### src/rtl/bank_timing_pkg.sv
`timescale 1ns/1ps
package bank_timing_pkg;

  typedef enum logic [1:0] {
    CMD_ACT = 2'd0,
    CMD_RD  = 2'd1,
    CMD_WR  = 2'd2,
    CMD_PRE = 2'd3
  } cmd_e;

  // strobes from control to datapath, one per accepted event
  typedef struct packed {
    logic actGo;
    logic colGo;
    logic wrGo;
    logic preGo;
  } strobe_t;

  localparam int NUM_CNT  = 6;
  localparam int CNT_RCD  = 0;
  localparam int CNT_RAS  = 1;
  localparam int CNT_RP   = 2;
  localparam int CNT_CCD  = 3;
  localparam int CNT_WREC = 4;
  localparam int CNT_WTR  = 5;

endpackage

### src/rtl/bank_spacing_counter.sv
`timescale 1ns/1ps
module bank_spacing_counter #(
  parameter int W = 8
) (
  input  logic         clk,
  input  logic         rst_n,
  input  logic         load,
  input  logic [W-1:0] loadVal,
  output logic         zero
);
  logic [W-1:0] cnt;

  // a spacing of N loads N-1, so the guarded command opens N cycles later
  always_ff @(posedge clk) begin
    if (!rst_n) begin
      cnt <= '0;
    end else if (load) begin
      cnt <= (loadVal == '0) ? '0 : loadVal - 1'b1;
    end else if (cnt != '0) begin
      cnt <= cnt - 1'b1;
    end
  end

  assign zero = (cnt == '0);
endmodule

### src/rtl/bank_timing_datapath.sv
`timescale 1ns/1ps
module bank_timing_datapath
  import bank_timing_pkg::*;
#(
  parameter int T_W       = 6,
  parameter int BURST_LEN = 4,
  parameter int CW        = 8
) (
  input  logic                clk,
  input  logic                rst_n,
  input  strobe_t             strobe,
  input  logic [T_W-1:0]      rcdCycles,
  input  logic [T_W-1:0]      rasCycles,
  input  logic [T_W-1:0]      rpCycles,
  input  logic [T_W-1:0]      ccdCycles,
  input  logic [T_W-1:0]      cwdCycles,
  input  logic [T_W-1:0]      wrCycles,
  input  logic [T_W-1:0]      wtrCycles,
  output logic [NUM_CNT-1:0]  zeroVec
);
  localparam logic [CW-1:0] BURST_CW = CW'(BURST_LEN);

  logic [NUM_CNT-1:0] loadVec;
  logic [CW-1:0]      valVec [NUM_CNT];
  logic [CW-1:0]      burstEnd;

  always_comb begin
    burstEnd         = CW'(cwdCycles) + BURST_CW;
    loadVec          = '0;
    loadVec[CNT_RCD]  = strobe.actGo;
    loadVec[CNT_RAS]  = strobe.actGo;
    loadVec[CNT_RP]   = strobe.preGo;
    loadVec[CNT_CCD]  = strobe.colGo;
    loadVec[CNT_WREC] = strobe.wrGo;
    loadVec[CNT_WTR]  = strobe.wrGo;
    valVec[CNT_RCD]   = CW'(rcdCycles);
    valVec[CNT_RAS]   = CW'(rasCycles);
    valVec[CNT_RP]    = CW'(rpCycles);
    valVec[CNT_CCD]   = CW'(ccdCycles);
    valVec[CNT_WREC]  = burstEnd + CW'(wrCycles);
    valVec[CNT_WTR]   = burstEnd + CW'(wtrCycles);
  end

  for (genvar i = 0; i < NUM_CNT; i++) begin : g_cnt
    bank_spacing_counter #(.W(CW)) u_cnt (
      .clk     (clk),
      .rst_n   (rst_n),
      .load    (loadVec[i]),
      .loadVal (valVec[i]),
      .zero    (zeroVec[i])
    );
  end
endmodule

### src/rtl/bank_timing_control.sv
`timescale 1ns/1ps
module bank_timing_control
  import bank_timing_pkg::*;
(
  input  logic               clk,
  input  logic               rst_n,
  input  logic               cmdValid,
  input  logic [1:0]         cmdKind,
  input  logic [NUM_CNT-1:0] zeroVec,
  output strobe_t            strobe,
  output logic [3:0]         allowVec,
  output logic               rowOpen,
  output logic               violation
);
  cmd_e kind;
  logic accepted;

  always_comb begin
    kind              = cmd_e'(cmdKind);
    allowVec[CMD_ACT] = !rowOpen && zeroVec[CNT_RP];
    allowVec[CMD_WR]  = rowOpen && zeroVec[CNT_RCD] && zeroVec[CNT_CCD];
    allowVec[CMD_RD]  = allowVec[CMD_WR] && zeroVec[CNT_WTR];
    allowVec[CMD_PRE] = rowOpen && zeroVec[CNT_RAS] && zeroVec[CNT_WREC];
    accepted          = cmdValid && allowVec[kind];
    strobe.actGo      = accepted && (kind == CMD_ACT);
    strobe.preGo      = accepted && (kind == CMD_PRE);
    strobe.wrGo       = accepted && (kind == CMD_WR);
    strobe.colGo      = accepted && ((kind == CMD_RD) || (kind == CMD_WR));
  end

  always_ff @(posedge clk) begin
    if (!rst_n) begin
      rowOpen   <= 1'b0;
      violation <= 1'b0;
    end else begin
      violation <= cmdValid && !allowVec[kind];
      if (strobe.actGo) begin
        rowOpen <= 1'b1;
      end else if (strobe.preGo) begin
        rowOpen <= 1'b0;
      end
    end
  end
endmodule

### src/rtl/bank_timing_tracker.sv
`timescale 1ns/1ps
module bank_timing_tracker
  import bank_timing_pkg::*;
#(
  parameter int T_W       = 6,
  parameter int BURST_LEN = 4
) (
  input  logic           clk,
  input  logic           rst_n,
  input  logic           cmdValid,
  input  logic [1:0]     cmdKind,
  input  logic [T_W-1:0] rcdCycles,
  input  logic [T_W-1:0] rasCycles,
  input  logic [T_W-1:0] rpCycles,
  input  logic [T_W-1:0] ccdCycles,
  input  logic [T_W-1:0] cwdCycles,
  input  logic [T_W-1:0] wrCycles,
  input  logic [T_W-1:0] wtrCycles,
  output logic           actOk,
  output logic           rdOk,
  output logic           wrOk,
  output logic           preOk,
  output logic           rowOpen,
  output logic           violation
);
  // wide enough for write latency + burst + recovery
  localparam int CW = $clog2(2 * (2 ** T_W) + BURST_LEN + 1);

  strobe_t            strobe;
  logic [NUM_CNT-1:0] zeroVec;
  logic [3:0]         allowVec;

  bank_timing_control u_ctrl (
    .clk       (clk),
    .rst_n     (rst_n),
    .cmdValid  (cmdValid),
    .cmdKind   (cmdKind),
    .zeroVec   (zeroVec),
    .strobe    (strobe),
    .allowVec  (allowVec),
    .rowOpen   (rowOpen),
    .violation (violation)
  );

  bank_timing_datapath #(.T_W(T_W), .BURST_LEN(BURST_LEN), .CW(CW)) u_dp (
    .clk       (clk),
    .rst_n     (rst_n),
    .strobe    (strobe),
    .rcdCycles (rcdCycles),
    .rasCycles (rasCycles),
    .rpCycles  (rpCycles),
    .ccdCycles (ccdCycles),
    .cwdCycles (cwdCycles),
    .wrCycles  (wrCycles),
    .wtrCycles (wtrCycles),
    .zeroVec   (zeroVec)
  );

  assign actOk = allowVec[CMD_ACT];
  assign rdOk  = allowVec[CMD_RD];
  assign wrOk  = allowVec[CMD_WR];
  assign preOk = allowVec[CMD_PRE];
endmodule

### config.mk
export PLATFORM = sky130hd
export DESIGN_NAME = bank_timing_tracker
export DESIGN_NICKNAME = d
export VERILOG_FILES = /design/src/rtl/bank_timing_pkg.sv /design/src/rtl/bank_spacing_counter.sv /design/src/rtl/bank_timing_datapath.sv /design/src/rtl/bank_timing_control.sv /design/src/rtl/bank_timing_tracker.sv
export SDC_FILE = /design/constraint.sdc
export NUM_CORES = 1
export LEC_CHECK = 0
export ABC_CLOCK_PERIOD_IN_PS = 3950
export BUFFER_PORTS_ARGS = -buffer_cell sky130_fd_sc_hd__buf_2
export CAP_MARGIN = 25
export CORE_ASPECT_RATIO = 0.5
export CORE_MARGIN = 3
export CORE_UTILIZATION = 34
export DETAILED_ROUTE_END_ITERATION = 16
export GPL_ROUTABILITY_DRIVEN = 0
export PLACE_DENSITY = 0.61
export SLEW_MARGIN = 10
export SYNTH_ARGS = -nofsm -noshare
export SYNTH_HDL_FRONTEND = slang
export SYNTH_SLANG_ARGS = --single-unit
### constraint.sdc
create_clock -name clk -period 3.95 [get_ports clk]
set_input_delay 0.1975 -clock clk [delete_from_list [all_inputs] [get_ports clk]]
set_output_delay 0.1975 -clock clk [all_outputs]
set_load 0.005 [all_outputs]
==> impl_metrics.toml <==
[critical_path]
crit_arrival_ns = 3.42
cp_data_required_time_ns = 4.18
crit_path_cell_trace = "inv_1 -> ha_1 -> or3b_4 -> or4b_4 -> or4_4 -> nand2_1 -> nand3_2 -> a41oi_2 -> a32o_1"
cpMaxStageDelayCell = "or4b_4"
critical_path_class = "register to register"
start_kind = "register"
worst-path-max-fanout = 14
crit_path_max_incr_delay_ns = 0.57
worstSetupEndpointType = "register"

[die]
start_util_pct = 36.36
dieArea_sq_um = 13690
die_width_microns = 162.5
io_pins = 53
core-area_sq_um = 11450
die_h_microns = 84.26
row_count = 27

[clock_network]
cts_tree = "built"
clockBufferDepth = 2
htree_levels = 2
clk_pin_slew_ns = 0.07
clock_latency_ns = 0.29
cts_sinks = 50
post_cts_buffers = 0
numCtsBuffers = 5
cts_resized = 0
cts_hold_buf = 0
cts_root_buf = "clkbuf_16"

[final_layout]
area_growth_pct = 13.22
multiInputGateArea_sq_um = 2935
insertedDiodeCount = 0
fillers = 1185
final_cell_mix = "54 x nand2_1, 52 x buf_2, 50 x dfxtp_1"
drive_gt1_share_pct = 13.94
final_common_cell = "nand2_1"
layout.nets = 660
register_area_sq_um = 1001

[synth]
yosysSeqAreaShare_pct = 24.04
ys_ff_latch = 50
yosysTopAreaCell = "dfxtp_1"
synth_cell_types = 71
netlist.area_leader.share_pct = 24.04
avgSynthCellArea_sq_um = 7.769
synth.net_count = 615
synth_edf_count = 0
yosys_most_used_dff = "dfxtp_1"
synthCells = 536
async_flop_share_pct = 0
yosys_warnings = 0
netlist_area_sq_um = 4164
synth_area_leaders = "dfxtp_1 24%, ha_1 9.0%, nand2_1 4.9%, xor2_1 4.8%, nor2_1 4.1%"

[global_routing]
grt_pass1_vias = 3455
gr-total-overflow = 0
grt_pass1_wl_microns = 15730
grt_antenna_before_repair = 0
grtUsageTotal_pct = 13.37
grt_max_degree = 42

[route]
initialDrtViolationCount = 179
dr.pass1.iters = 4
wl_met1_microns = 4685
wl_met3_microns = 286
routed-wl-met2_microns = 3927
num_vias = 3800
viasPerCell = 5.135
drc_errors = 0
antenna_left = 0
top_layer_used = "met4"
wl_per_cell_microns = 12.18
drt-total-wl_microns = 9010

[timing]
tightest_slew_ns = 0.7630
slew_headroom_pct = 48.47
whs_ns = 0.1280
rsz0062_at_grt = "no"
fin_crit_ns = 3.183
setup_viol = 0
clock.fmax_ghz = 0.3141
skew_ns = 0.005758
finalHoldViolCount = 0
drv_slew = 0
finalCritPeriodShare_pct = 80.59
fin_tns_setup_ns = 0

[place]
numPortBuffers = 52
dpl.hpwl_microns = 7077

[pwr]
powerDensity_nw_per_um2 = 606.9
p_leak_uw = 0.002113
ir_drop_uv = 210.7

[run_status]
status = "finished, final reports clean"

[flow_run]
drv_cap = 0

[worst_hold_path]
min-delay-path-class = "input pin to register"
[synthesized netlist by cell type (all sizes together), types with 3 or more instances]
library cell  number
nand2b             9
ha                30
o31ai             22
buf                9
nand4             15
a31oi              3
o21a               3
xnor2             19
o21ai             25
nor2b              9
nor2              46
nor4               4
or4                4
nor3              25
and2               4
nand3             22
o2111ai            4
a21oi             26
xor2              23
clkbuf             6
or3                5
a31o               4
nand2             57
nor3b              8
o41ai              3
o211a              4
a32o               7
a21boi             3
and3               9
mux2i              8
dfxtp             50
inv               38
[flip-flops by register name (all words and copies together), names as in the netlist]
signal / cells
u_dp.g_cnt.u_cnt.cnt: 48
u_ctrl.rowOpen: 1
u_ctrl.violation: 1
[critical path, delay by kind of cell, from the launching register on]
family                   cells  cell delay (ns)
AND/OR/NAND/NOR              5             1.93
AO/OA/AOI/OAI                2             0.61
flip-flops                   1             0.32
adder cells (fa/ha/maj)      1             0.18
buffers and inverters        1             0.09
[kinds of logic (layout without fill, tap and decap cells)]
logic type	Yosys count	in the layout	synth area share (%)
AND/OR/NAND/NOR	228	228	28.33
AO/OA/AOI/OAI	121	121	20.88
buffers and inverters	53	98	5.469
flip-flops	50	50	24.04
XOR/XNOR	42	42	8.834
adder cells (fa/ha/maj)	32	32	9.976
multiplexers	10	10	2.464
[layer usage]
layer  up-vias  track usage, %
met5         -               0
met4         0           3.715
met3         9           2.366
met2        64           21.42
met1      1697           18.52
li1       2030               -
[report_power, final]
| group | leakage (uW) | internal (uW) | switching (uW) |
|---|---|---|---|
| clock | 0.0000829 | 313 | 183 |
| combinational | 0.00162 | 698 | 816 |
| sequential | 0.000412 | 691 | 162 |
[cell type report]
type                    count  area share, %
clock buffers               6          2.946
clock inverters             1         0.6369
repair buffers             53          5.679
multi-input cells         433          62.26
flip-flops and latches     50          21.23
inverters                  38          3.025
well taps                 159          4.220
[path summary, 6_finish.rpt]
path / startpoint / endpoint / slack (ns) / depth (start not counted)
worst max-delay path: u_dp.g_cnt[3].u_cnt.cnt[0]$_SDFFE_PN0P_ / u_dp.g_cnt[4].u_cnt.cnt[3]$_SDFFE_PN0P_ / 0.77 / 9
worst min-delay path: rasCycles[0] / u_dp.g_cnt[1].u_cnt.cnt[0]$_SDFFE_PN0P_ / 0.13 / 2
worst max register to register: u_dp.g_cnt[3].u_cnt.cnt[0]$_SDFFE_PN0P_ / u_dp.g_cnt[4].u_cnt.cnt[3]$_SDFFE_PN0P_ / 0.77 / 9
worst min register to register: u_dp.g_cnt[1].u_cnt.cnt[6]$_SDFFE_PN0P_ / u_dp.g_cnt[1].u_cnt.cnt[6]$_SDFFE_PN0P_ / 0.49 / 2
[stage by stage]
step	utilization, %	instances	setup WS [ns]	area [sq um]	total power, uW
floorplan	-	536	1.096	4164	2088
global placement	39.69	733	0.8790	4546	2353
detailed placement	39.69	733	0.7946	4546	2370
CTS	41.17	740	0.7633	4715	2885
global route	41.17	740	0.6104	4715	3156
finish	41.17	740	0.7665	4715	2861
(Power assumes the default switching activity.)
